--- src/rtl/ckm_pkg.sv ---
package ckm_pkg;

  typedef enum logic [1:0] {
    SPD_FAST = 2'b00,
    SPD_MID  = 2'b01,
    SPD_SLOW = 2'b10,
    SPD_RSVD = 2'b11
  } ckm_speed_e;

  localparam logic ADR_SPEED = 1'b0;
  localparam logic ADR_SWCTL = 1'b1;

  localparam int BIT_PRELOAD = 0;
  localparam int BIT_ARM     = 1;
  localparam int BIT_WSEL    = 2;
  localparam int BIT_START   = 3;
  localparam int BIT_STOP    = 5;
  localparam int AUX_W       = 5;

  // Acceptance rule for a speed-register write.
  function automatic logic speed_write_ok(input logic busy, input logic cur_stop,
                                          input ckm_speed_e new_spd, input logic new_stop);
    if (busy)                  return 1'b0;
    if (new_spd == SPD_RSVD)   return 1'b0;
    if (new_spd == SPD_SLOW)   return 1'b1;
    return !cur_stop && !new_stop;
  endfunction

endpackage

--- src/rtl/ckm_divider.sv ---
module ckm_divider
  import ckm_pkg::*;
#(
  parameter int FAST_DIV = 2,
  parameter int MID_DIV  = 8,
  parameter int SUB_DIV  = 2
) (
  input  logic       clk,
  input  logic       rst_n,
  input  logic       main_tick,
  input  logic       sub_tick,
  input  logic       osc_on,
  input  ckm_speed_e speed,
  output logic       phi_en
);

  localparam int MW = (MID_DIV > 1) ? $clog2(MID_DIV) : 1;
  localparam int SW = (SUB_DIV > 1) ? $clog2(SUB_DIV) : 1;

  logic [MW-1:0] main_cnt;
  logic [SW-1:0] sub_cnt;
  logic          main_cnt_en;
  logic          main_wrap;
  logic          sub_wrap;

  function automatic logic fast_hit(input logic [MW-1:0] c);
    return (int'(c) % FAST_DIV) == (FAST_DIV - 1);
  endfunction

  assign main_cnt_en = main_tick && osc_on;
  assign main_wrap   = (int'(main_cnt) == MID_DIV - 1);
  assign sub_wrap    = (int'(sub_cnt) == SUB_DIV - 1);

  always_ff @(posedge clk) begin
    if (!rst_n) begin
      main_cnt <= '0;
      sub_cnt  <= '0;
    end else begin
      if (main_cnt_en) main_cnt <= main_wrap ? '0 : main_cnt + 1'b1;
      if (sub_tick)    sub_cnt  <= sub_wrap  ? '0 : sub_cnt + 1'b1;
    end
  end

  always_comb begin
    unique case (speed)
      SPD_FAST: phi_en = main_cnt_en && fast_hit(main_cnt);
      SPD_MID:  phi_en = main_cnt_en && main_wrap;
      SPD_SLOW: phi_en = sub_tick && sub_wrap;
      default:  phi_en = 1'b0;
    endcase
  end

  a_r2_cnt_range: assert property (@(posedge clk) disable iff (!rst_n)
    int'(main_cnt) < MID_DIV);

  a_r9_phi_spacing: assert property (@(posedge clk) disable iff (!rst_n)
    phi_en |=> (!phi_en || !$stable(speed)));

endmodule

--- src/rtl/ckm_sequencer.sv ---
module ckm_sequencer #(
  parameter int LONG_WAIT  = 7,
  parameter int SHORT_WAIT = 5
) (
  input  logic clk,
  input  logic rst_n,
  input  logic launch,
  input  logic short_sel,
  input  logic phi_en,
  output logic busy,
  output logic done
);

  localparam int MAXW = (LONG_WAIT > SHORT_WAIT) ? LONG_WAIT : SHORT_WAIT;
  localparam int CW   = $clog2(MAXW + 1);

  logic [CW-1:0] cnt;
  logic [CW-1:0] target;
  logic          last_cycle;

  function automatic logic [CW-1:0] wait_len(input logic s);
    return s ? CW'(SHORT_WAIT) : CW'(LONG_WAIT);
  endfunction

  assign last_cycle = (cnt == target - 1'b1);
  assign done       = busy && phi_en && last_cycle;

  always_ff @(posedge clk) begin
    if (!rst_n) begin
      busy   <= 1'b0;
      cnt    <= '0;
      target <= wait_len(1'b0);
    end else if (launch) begin
      busy   <= 1'b1;
      cnt    <= '0;
      target <= wait_len(short_sel);
    end else if (busy && phi_en) begin
      if (last_cycle) busy <= 1'b0;
      else            cnt  <= cnt + 1'b1;
    end
  end

  a_r6_cnt_bound: assert property (@(posedge clk) disable iff (!rst_n)
    busy |-> (cnt < target));

  a_r6_no_launch_busy: assert property (@(posedge clk) disable iff (!rst_n)
    busy |-> !launch);

endmodule

--- src/rtl/ckm_regfile.sv ---
module ckm_regfile
  import ckm_pkg::*;
(
  input  logic       clk,
  input  logic       rst_n,
  input  logic       wr_en,
  input  logic       wr_addr,
  input  logic [7:0] wr_data,
  input  logic       rd_addr,
  output logic [7:0] rd_data,
  input  logic       busy,
  input  logic       done,
  output logic       launch,
  output logic       short_sel,
  output ckm_speed_e speed,
  output logic       stop
);

  logic [AUX_W-1:0] aux_q;
  logic             preload_q;
  logic             arm_q;
  logic             wsel_q;
  logic             start_q;
  logic             spd_wr;
  logic             ctl_wr;
  logic             spd_ok;
  ckm_speed_e       new_spd;

  assign spd_wr    = wr_en && (wr_addr == ADR_SPEED);
  assign ctl_wr    = wr_en && (wr_addr == ADR_SWCTL);
  assign new_spd   = ckm_speed_e'(wr_data[7:6]);
  assign spd_ok    = speed_write_ok(busy, stop, new_spd, wr_data[BIT_STOP]);
  assign launch    = ctl_wr && wr_data[BIT_START] && wr_data[BIT_ARM]
                     && (speed == SPD_SLOW) && !busy;
  assign short_sel = wr_data[BIT_WSEL];

  always_ff @(posedge clk) begin
    if (!rst_n) begin
      speed <= SPD_MID;
      stop  <= 1'b0;
      aux_q <= '0;
    end else if (done) begin
      speed <= SPD_MID;
      stop  <= 1'b0;
    end else if (spd_wr && spd_ok) begin
      speed <= new_spd;
      stop  <= wr_data[BIT_STOP];
      aux_q <= wr_data[AUX_W-1:0];
    end
  end

  always_ff @(posedge clk) begin
    if (!rst_n) begin
      preload_q <= 1'b0;
      arm_q     <= 1'b0;
      wsel_q    <= 1'b0;
      start_q   <= 1'b0;
    end else begin
      if (ctl_wr) begin
        preload_q <= wr_data[BIT_PRELOAD];
        arm_q     <= wr_data[BIT_ARM];
        wsel_q    <= wr_data[BIT_WSEL];
      end
      start_q <= launch || (start_q && !done);
    end
  end

  always_comb begin
    if (rd_addr == ADR_SPEED) rd_data = {speed, stop, aux_q};
    else                      rd_data = {4'b0000, start_q, wsel_q, arm_q, preload_q};
  end

  a_r6_done_mid: assert property (@(posedge clk) disable iff (!rst_n)
    done |=> (speed == SPD_MID) && !stop);

  a_r7_start_clear: assert property (@(posedge clk) disable iff (!rst_n)
    done |=> !start_q);

  a_r8_hold_busy: assert property (@(posedge clk) disable iff (!rst_n)
    (busy && !done) |=> $stable(speed));

endmodule

--- src/rtl/clk_mode_ctrl.sv ---
module clk_mode_ctrl
  import ckm_pkg::*;
#(
  parameter int FAST_DIV   = 2,
  parameter int MID_DIV    = 8,
  parameter int SUB_DIV    = 2,
  parameter int LONG_WAIT  = 7,
  parameter int SHORT_WAIT = 5
) (
  input  logic       clk,
  input  logic       rst_n,
  input  logic       main_tick,
  input  logic       sub_tick,
  input  logic       wr_en,
  input  logic       wr_addr,
  input  logic [7:0] wr_data,
  input  logic       rd_addr,
  output logic [7:0] rd_data,
  output logic       phi_en,
  output logic       main_osc_en,
  output logic [1:0] mode_field
);

  ckm_speed_e speed;
  logic       stop;
  logic       busy;
  logic       done;
  logic       launch;
  logic       short_sel;

  assign main_osc_en = !stop || busy;
  assign mode_field  = speed;

  ckm_divider #(
    .FAST_DIV (FAST_DIV),
    .MID_DIV  (MID_DIV),
    .SUB_DIV  (SUB_DIV)
  ) u_div (
    .clk       (clk),
    .rst_n     (rst_n),
    .main_tick (main_tick),
    .sub_tick  (sub_tick),
    .osc_on    (main_osc_en),
    .speed     (speed),
    .phi_en    (phi_en)
  );

  ckm_sequencer #(
    .LONG_WAIT  (LONG_WAIT),
    .SHORT_WAIT (SHORT_WAIT)
  ) u_seq (
    .clk       (clk),
    .rst_n     (rst_n),
    .launch    (launch),
    .short_sel (short_sel),
    .phi_en    (phi_en),
    .busy      (busy),
    .done      (done)
  );

  ckm_regfile u_regs (
    .clk       (clk),
    .rst_n     (rst_n),
    .wr_en     (wr_en),
    .wr_addr   (wr_addr),
    .wr_data   (wr_data),
    .rd_addr   (rd_addr),
    .rd_data   (rd_data),
    .busy      (busy),
    .done      (done),
    .launch    (launch),
    .short_sel (short_sel),
    .speed     (speed),
    .stop      (stop)
  );

  a_r5_osc_on_main: assert property (@(posedge clk) disable iff (!rst_n)
    (speed != SPD_SLOW) |-> main_osc_en);

  a_r4_start_from_slow: assert property (@(posedge clk) disable iff (!rst_n)
    $rose(busy) |-> ($past(speed) == SPD_SLOW));

endmodule

--- config.mk ---
export PLATFORM = sky130hd
export DESIGN_NAME = clk_mode_ctrl
export DESIGN_NICKNAME = d
export VERILOG_FILES = /design/src/rtl/ckm_pkg.sv /design/src/rtl/ckm_divider.sv /design/src/rtl/ckm_sequencer.sv /design/src/rtl/ckm_regfile.sv /design/src/rtl/clk_mode_ctrl.sv
export SDC_FILE = /design/constraint.sdc
export NUM_CORES = 1
export LEC_CHECK = 0
export CORE_MARGIN = 2
export CORE_UTILIZATION = 25
export DETAILED_ROUTE_END_ITERATION = 6
export DONT_BUFFER_PORTS = 1
export GPL_TIMING_DRIVEN = 0
export HOLD_SLACK_MARGIN = 0.03
export PLACE_DENSITY = 0.37
export SYNTH_ARGS = -nofsm -noshare
export SYNTH_HDL_FRONTEND = slang
export SYNTH_HIERARCHICAL = 1
export SYNTH_SLANG_ARGS = --single-unit
--- constraint.sdc ---
create_clock -name clk -period 6.14 [get_ports clk]
set_clock_uncertainty 0.05 [all_clocks]
set_input_delay 0.614 -clock clk [delete_from_list [all_inputs] [get_ports clk]]
set_output_delay 0.614 -clock clk [all_outputs]
set_load 0.1 [all_outputs]
Yosys cells after proc, flatten, opt, wreduce, memory -nomap -nowiden
Index checks and enable logic that the tools add are counted.
- $add $sub $neg: 4
- eq/ne operators: 6
- mux-type cells: 20
- bitwise logic cells: 4
- reductions and logical operators: 29
- operators by type and width (cell ; number):
    1-bit two-way mux ; 16
    1-bit logical AND ; 15
    8-bit two-way mux ; 1
    3-bit by 1-bit adder with 3-bit output (second input constant) ; 2
    2-bit == test (second input constant) ; 3
    2-bit AND reduction ; 3
    1-bit logical NOT ; 4
    1-bit inverter ; 4
    2-bit nonzero test ; 2
    2-bit OR reduction ; 2
    3-bit by 1-bit == test with 1-bit output (second input constant) ; 1
    3-bit == test ; 1
    3-bit two-way mux ; 1
    1-bit one-hot mux with 3 select lines ; 1
    3-bit by 1-bit subtractor with 3-bit output (second input constant) ; 1
    2-bit by 1-bit == test with 1-bit output (second input constant) ; 1
    2-bit logical NOT ; 1
    1-bit logical OR ; 2
    2-bit two-way mux ; 1
    1-bit adder (second input constant) ; 1
- register bits: 23
- input port bits: 15
- output and inout bits: 12

Logic depth before layout (Yosys ltp)
- word-level depth: 10
- gate-level depth with buffers: 10

Hierarchy
The synthesis kept the hierarchy.
- modules (own cells, without submodules) (module ; times used ; cells each ; area each (µm²) ; seq. area each (µm²)):
    ckm_regfile ; 1 ; 69 ; 630.6 ; 240.2
    ckm_sequencer ; 1 ; 30 ; 256.5 ; 100.1
    ckm_divider ; 1 ; 23 ; 205.2 ; 80.1
    clk_mode_ctrl ; 1 ; 1 ; 6.3 ; 0.0

Worst setup path before layout
OpenSTA, ideal clock, no wires.
- kind: reg2reg
- from: reg u_regs.speed[1]
- to: reg u_regs.stop
- library setup time: 0.135 ns
- data arrival time: 4.532 ns
- data required time: 5.955 ns
- slack: 1.423 ns
- stages on the path, launching flop included: 8
- clock period less this slack: 4.717 ns
- path through: dfxtp_1 nand3_1 o21ai_0 nand2_1 nor2_1 nor2b_1 o311ai_0 o31ai_1
- cells in the longest elaborated chain, start to end: 5
- elaborated cells between the ends (all ways): 7
- ends and longest elaborated chain (element ; RTL line ; source):
    start: declaration ; ckm_regfile.sv:15 ; output ckm_speed_e speed,
    start signal: assignment ; ckm_regfile.sv:46 ; speed <= new_spd;
    2-bit == test (tied with other cells) ; ckm_divider.sv:45 ; unique case (speed)
    1-bit one-hot mux with 3 select lines (*) ; ckm_divider.sv:45 ;
    net phi_en ; clk_mode_ctrl.sv:19 ; output logic phi_en,
    1-bit logical AND (*) (2 in series) ; ckm_sequencer.sv:26 ; assign done = busy && phi_en && last_cycle;
    net done ; clk_mode_ctrl.sv:27 ; logic done;
    2-bit OR reduction (no line) (*) ; n/a ;
    end signal: assignment ; ckm_regfile.sv:47 ; stop <= wr_data[BIT_STOP];
    end: declaration ; ckm_regfile.sv:16 ; output logic stop
The timed path passes the listed nets; every way through them passes the cells marked *.
A chain may end at the register's enable or synchronous reset.

Worst setup path in the final report
- from: reg u_seq.busy
- to: reg u_regs.stop
- cells in the longest elaborated chain, start to end: 7
- elaborated cells between the ends (all ways): 11
- ends and longest elaborated chain (element ; RTL line ; source):
    start: declaration ; ckm_sequencer.sv:10 ; output logic busy,
    start signal: assignment ; ckm_sequencer.sv:30 ; busy <= 1'b0;
    start signal: assignment ; ckm_sequencer.sv:34 ; busy <= 1'b1;
    start signal: assignment ; ckm_sequencer.sv:38 ; if (last_cycle) busy <= 1'b0;
    1-bit logical OR (*) ; clk_mode_ctrl.sv:31 ; assign main_osc_en = !stop || busy;
    net main_osc_en ; clk_mode_ctrl.sv:20 ; output logic main_osc_en,
    1-bit logical AND (*) ; ckm_divider.sv:30 ; assign main_cnt_en = main_tick && osc_on;
    1-bit logical AND, on equally long branches ; ckm_divider.sv:47, ckm_divider.sv:46 ;
    1-bit one-hot mux with 3 select lines (*) ; ckm_divider.sv:45 ;
    net phi_en ; clk_mode_ctrl.sv:19 ;
    1-bit logical AND (*) (2 in series) ; ckm_sequencer.sv:26 ;
    net done ; clk_mode_ctrl.sv:27 ;
    2-bit OR reduction (no line) (*) ; n/a ;
Marks and branches as above.

==> metrics.txt <==
outcome=complete, no violations; initial antenna violation count=0; depth of the CTS H-tree=1; Setup CP Type=reg2reg; num rows=24; Area Growth Syn to Fin=14.8%; post-synth top area share=0.383; CP bufs+invs=2; Final Max Tran Viols=0; setup bufs post-CTS=0; RSZ-0062 raised after global routing=no; Post-DRT Antenna Nets=0; Total GRT Usage=0.117; Top Family by Delay on Critical Path=simple AND/OR/NAND/NOR gates; top cells by area, synth=dfxtp_1 (38%), nand2_1 (7.5%), mux2i_1 (5.5%); first-pass GRT wire length=4.51 mm; VDD IR max=93.8 uV; post-layout util=0.294; Rel. slew slack=0.249; Worst EP required=6220 ps; clock sink count=21; drt pass-1 iters=4; DR iter-0 viols=31; Final period util=0.559; post-synth cell types=37; DR WL met2=1.22 mm; Worst Tran Pin Value=1120 ps; largest net degree at the start of global routing=15; Tmin final=3430 ps; Nets=148; CP Capture Type=register; syn avg cell area=8.93 um2; hold-fix buffers at CTS=0; Fill cells=457; Top Layer Used=met4; Seq cells post-synth=21; max cap viols=0; initial core utilization=0.256; DRC violations left=0; type of origin of the critical path=register; IO buf count=0; IO Pins=27; layout cell share with drive strength beyond 1=0.163; Longest Clk Path Bufs=2; Max FO, Critical Path=8; core footprint=0.00429 mm2; Syn Nets=141; die area=0.00494 mm2; Cells after Synth=123; yosys warns=6; via count=906; Netlist Area Pre-Place=0.00110 mm2; FF+latch area=420 um2; wire length per cell after detailed routing=14.7 um; vias in the first global route=897; gp weighted congestion=0.768; worst min path class=in2reg; Fin. Hold Viols=0; area occupied by multi-input gates=653 um2; die height=70.3 um; final wirelength=2.66 mm; Final Setup Violations=0; hpwl dp=2.00 mm; GR Overflow Total=0; Yosys top cell by area=dfxtp_1; Clk pin slew, worst setup/hold paths=80 ps; die width=70.3 um; DP Worst Slack=2680 ps; Max stage delay cell, worst path=nand2b_1; clk_lat worst skew=260 ps; vias per cell=5.01; M1 WL=1.20 mm; post-route setup slack=2710 ps; Power Dens Cells=223 mW/mm2; Crit path largest cell delay=900 ps; root buffer cell=clkbuf_8; crit path cell chain=nand2b_1 > nand2_1 > a211o_1 > o21ai_2 > buf_16 > buf_6 > nand2_1 > nor2_1 > nor2b_1 > o311ai_0 > o31ai_1; Static Leak=0.453 nW; sequential fraction of the synthesis area=0.383; ANT cells=0; CTS tree=done; total CTS buffers=3; most frequent CP cell=nand2_1; met3 WL=218 um; Max Fclk=0.291 GHz; Worst Path Arrival=3520 ps; setup TNS=0 ps; post-cts sizing count=0
[final cells by class]
cell class	instances	area share
buffer	4	0.0218
clock buffer	4	0.0357
inverter	3	0.00893
multi-input combinational	95	0.518
sequential	21	0.333
tap	52	0.0516
timing repair buffer	2	0.0308
[worst paths after layout]
kind                   start  slack (ps)               to  cells after the start
min reg2reg  u_regs/aux_q[4]         410  u_regs/aux_q[4]                      2
max               u_seq/busy        2710      u_regs/stop                     11
max reg2reg       u_seq/busy        2710      u_regs/stop                     11
min                    rst_n         370  u_seq/target[1]                      1
[synthesized netlist by cell type]
library cell  count
a211o_1           2
a211oi_1          1
a21boi_0          5
a21oi_1           1
a21oi_2           1
a31oi_1           2
and2_1            2
and3_1            1
and3b_1           1
buf_2             1
buf_4             1
buf_6             1
clkbuf_1          1
dfxtp_1          21
ha_1              3
inv_1             3
mux2_2            4
mux2i_1           6
nand2_1          22
nand2b_1          5
nand3_1           8
nand3b_1          1
nand4bb_1         1
nor2_1            4
nor2b_1           7
nor4_4            1
o21a_1            1
o21ai_0           5
o21ba_2           1
o221a_2           1
o311ai_0          1
o31ai_1           3
or3_1             1
or3b_1            1
or4b_1            1
xnor2_1           1
xor2_1            1
[per-stage QoR]
stage | instances | cell area, um2 | hold WS (ps) | total power [mW]
6_report | 181 | 1260 | 372 | 0.281
5_1_grt | 181 | 1260 | 357 | 0.297
4_1_cts | 181 | 1260 | 362 | 0.289
3_5_place_dp | 177 | 1220 | 396 | 0.193
3_3_place_gp | 175 | 1160 | 389 | 0.191
2_1_floorplan | 123 | 1100 | 380 | 0.187
[placed cells by master, fill, tap and decap left out, drive strengths merged]
| cell | count |
|---|---|
| a21oi | 2 |
| buf | 5 |
| or4b | 1 |
| mux2 | 4 |
| nand2 | 22 |
| nand3 | 8 |
| a21boi | 5 |
| o21ba | 1 |
| o311ai | 1 |
| nor2 | 4 |
| mux2i | 6 |
| a31oi | 2 |
| and3 | 1 |
| a211o | 2 |
| xor2 | 1 |
| nand4bb | 1 |
| o221a | 1 |
| nor4 | 1 |
| and2 | 2 |
| or3b | 1 |
| o21ai | 5 |
| or3 | 1 |
| nor2b | 7 |
| nand2b | 5 |
| xnor2 | 1 |
| ha | 3 |
| a211oi | 1 |
| o31ai | 3 |
| and3b | 1 |
| dfxtp | 21 |
| o21a | 1 |
| nand3b | 1 |
| inv | 3 |
| clkbuf | 5 |
[per-layer routing]
layer / vias up / GRT usage
li1: 446 / -
met1: 432 / 0.151
met2: 26 / 0.178
met3: 2 / 0.0519
met4: 0 / 0.0256
met5: - / 0
[power breakdown]
| part | internal, mW | switching, mW | leakage, nW |
|---|---|---|---|
| Combinational | 0.0122 | 0.0283 | 0.259 |
| Sequential | 0.141 | 0.00821 | 0.171 |
| Clock | 0.0462 | 0.0447 | 0.0228 |
[registers in the layout, summed over array words and instances, names as in the netlist]
| signal | flops |
|---|---|
| u_regs/aux_q | 5 |
| u_div/main_cnt | 3 |
| u_seq/cnt | 3 |
| u_regs/speed | 2 |
| u_div/sub_cnt | 1 |
| u_regs/arm_q | 1 |
| u_regs/preload_q | 1 |
| u_regs/start_q | 1 |
| u_regs/stop | 1 |
| u_regs/wsel_q | 1 |
| u_seq/busy | 1 |
| u_seq/target | 1 |
[kinds of logic (layout without fill, tap and decap cells)]
logic type / Yosys count / after routing / synth area share
XOR/XNOR: 2 / 2 / 0.0159
multiplexers: 10 / 10 / 0.0957
buffers and inverters: 7 / 13 / 0.0353
flip-flops: 21 / 21 / 0.383
AO/OA/AOI/OAI: 24 / 24 / 0.158
adder cells (fa/ha/maj): 3 / 3 / 0.0342
AND/OR/NAND/NOR: 56 / 56 / 0.278
Power figures use the tool's default switching activity.
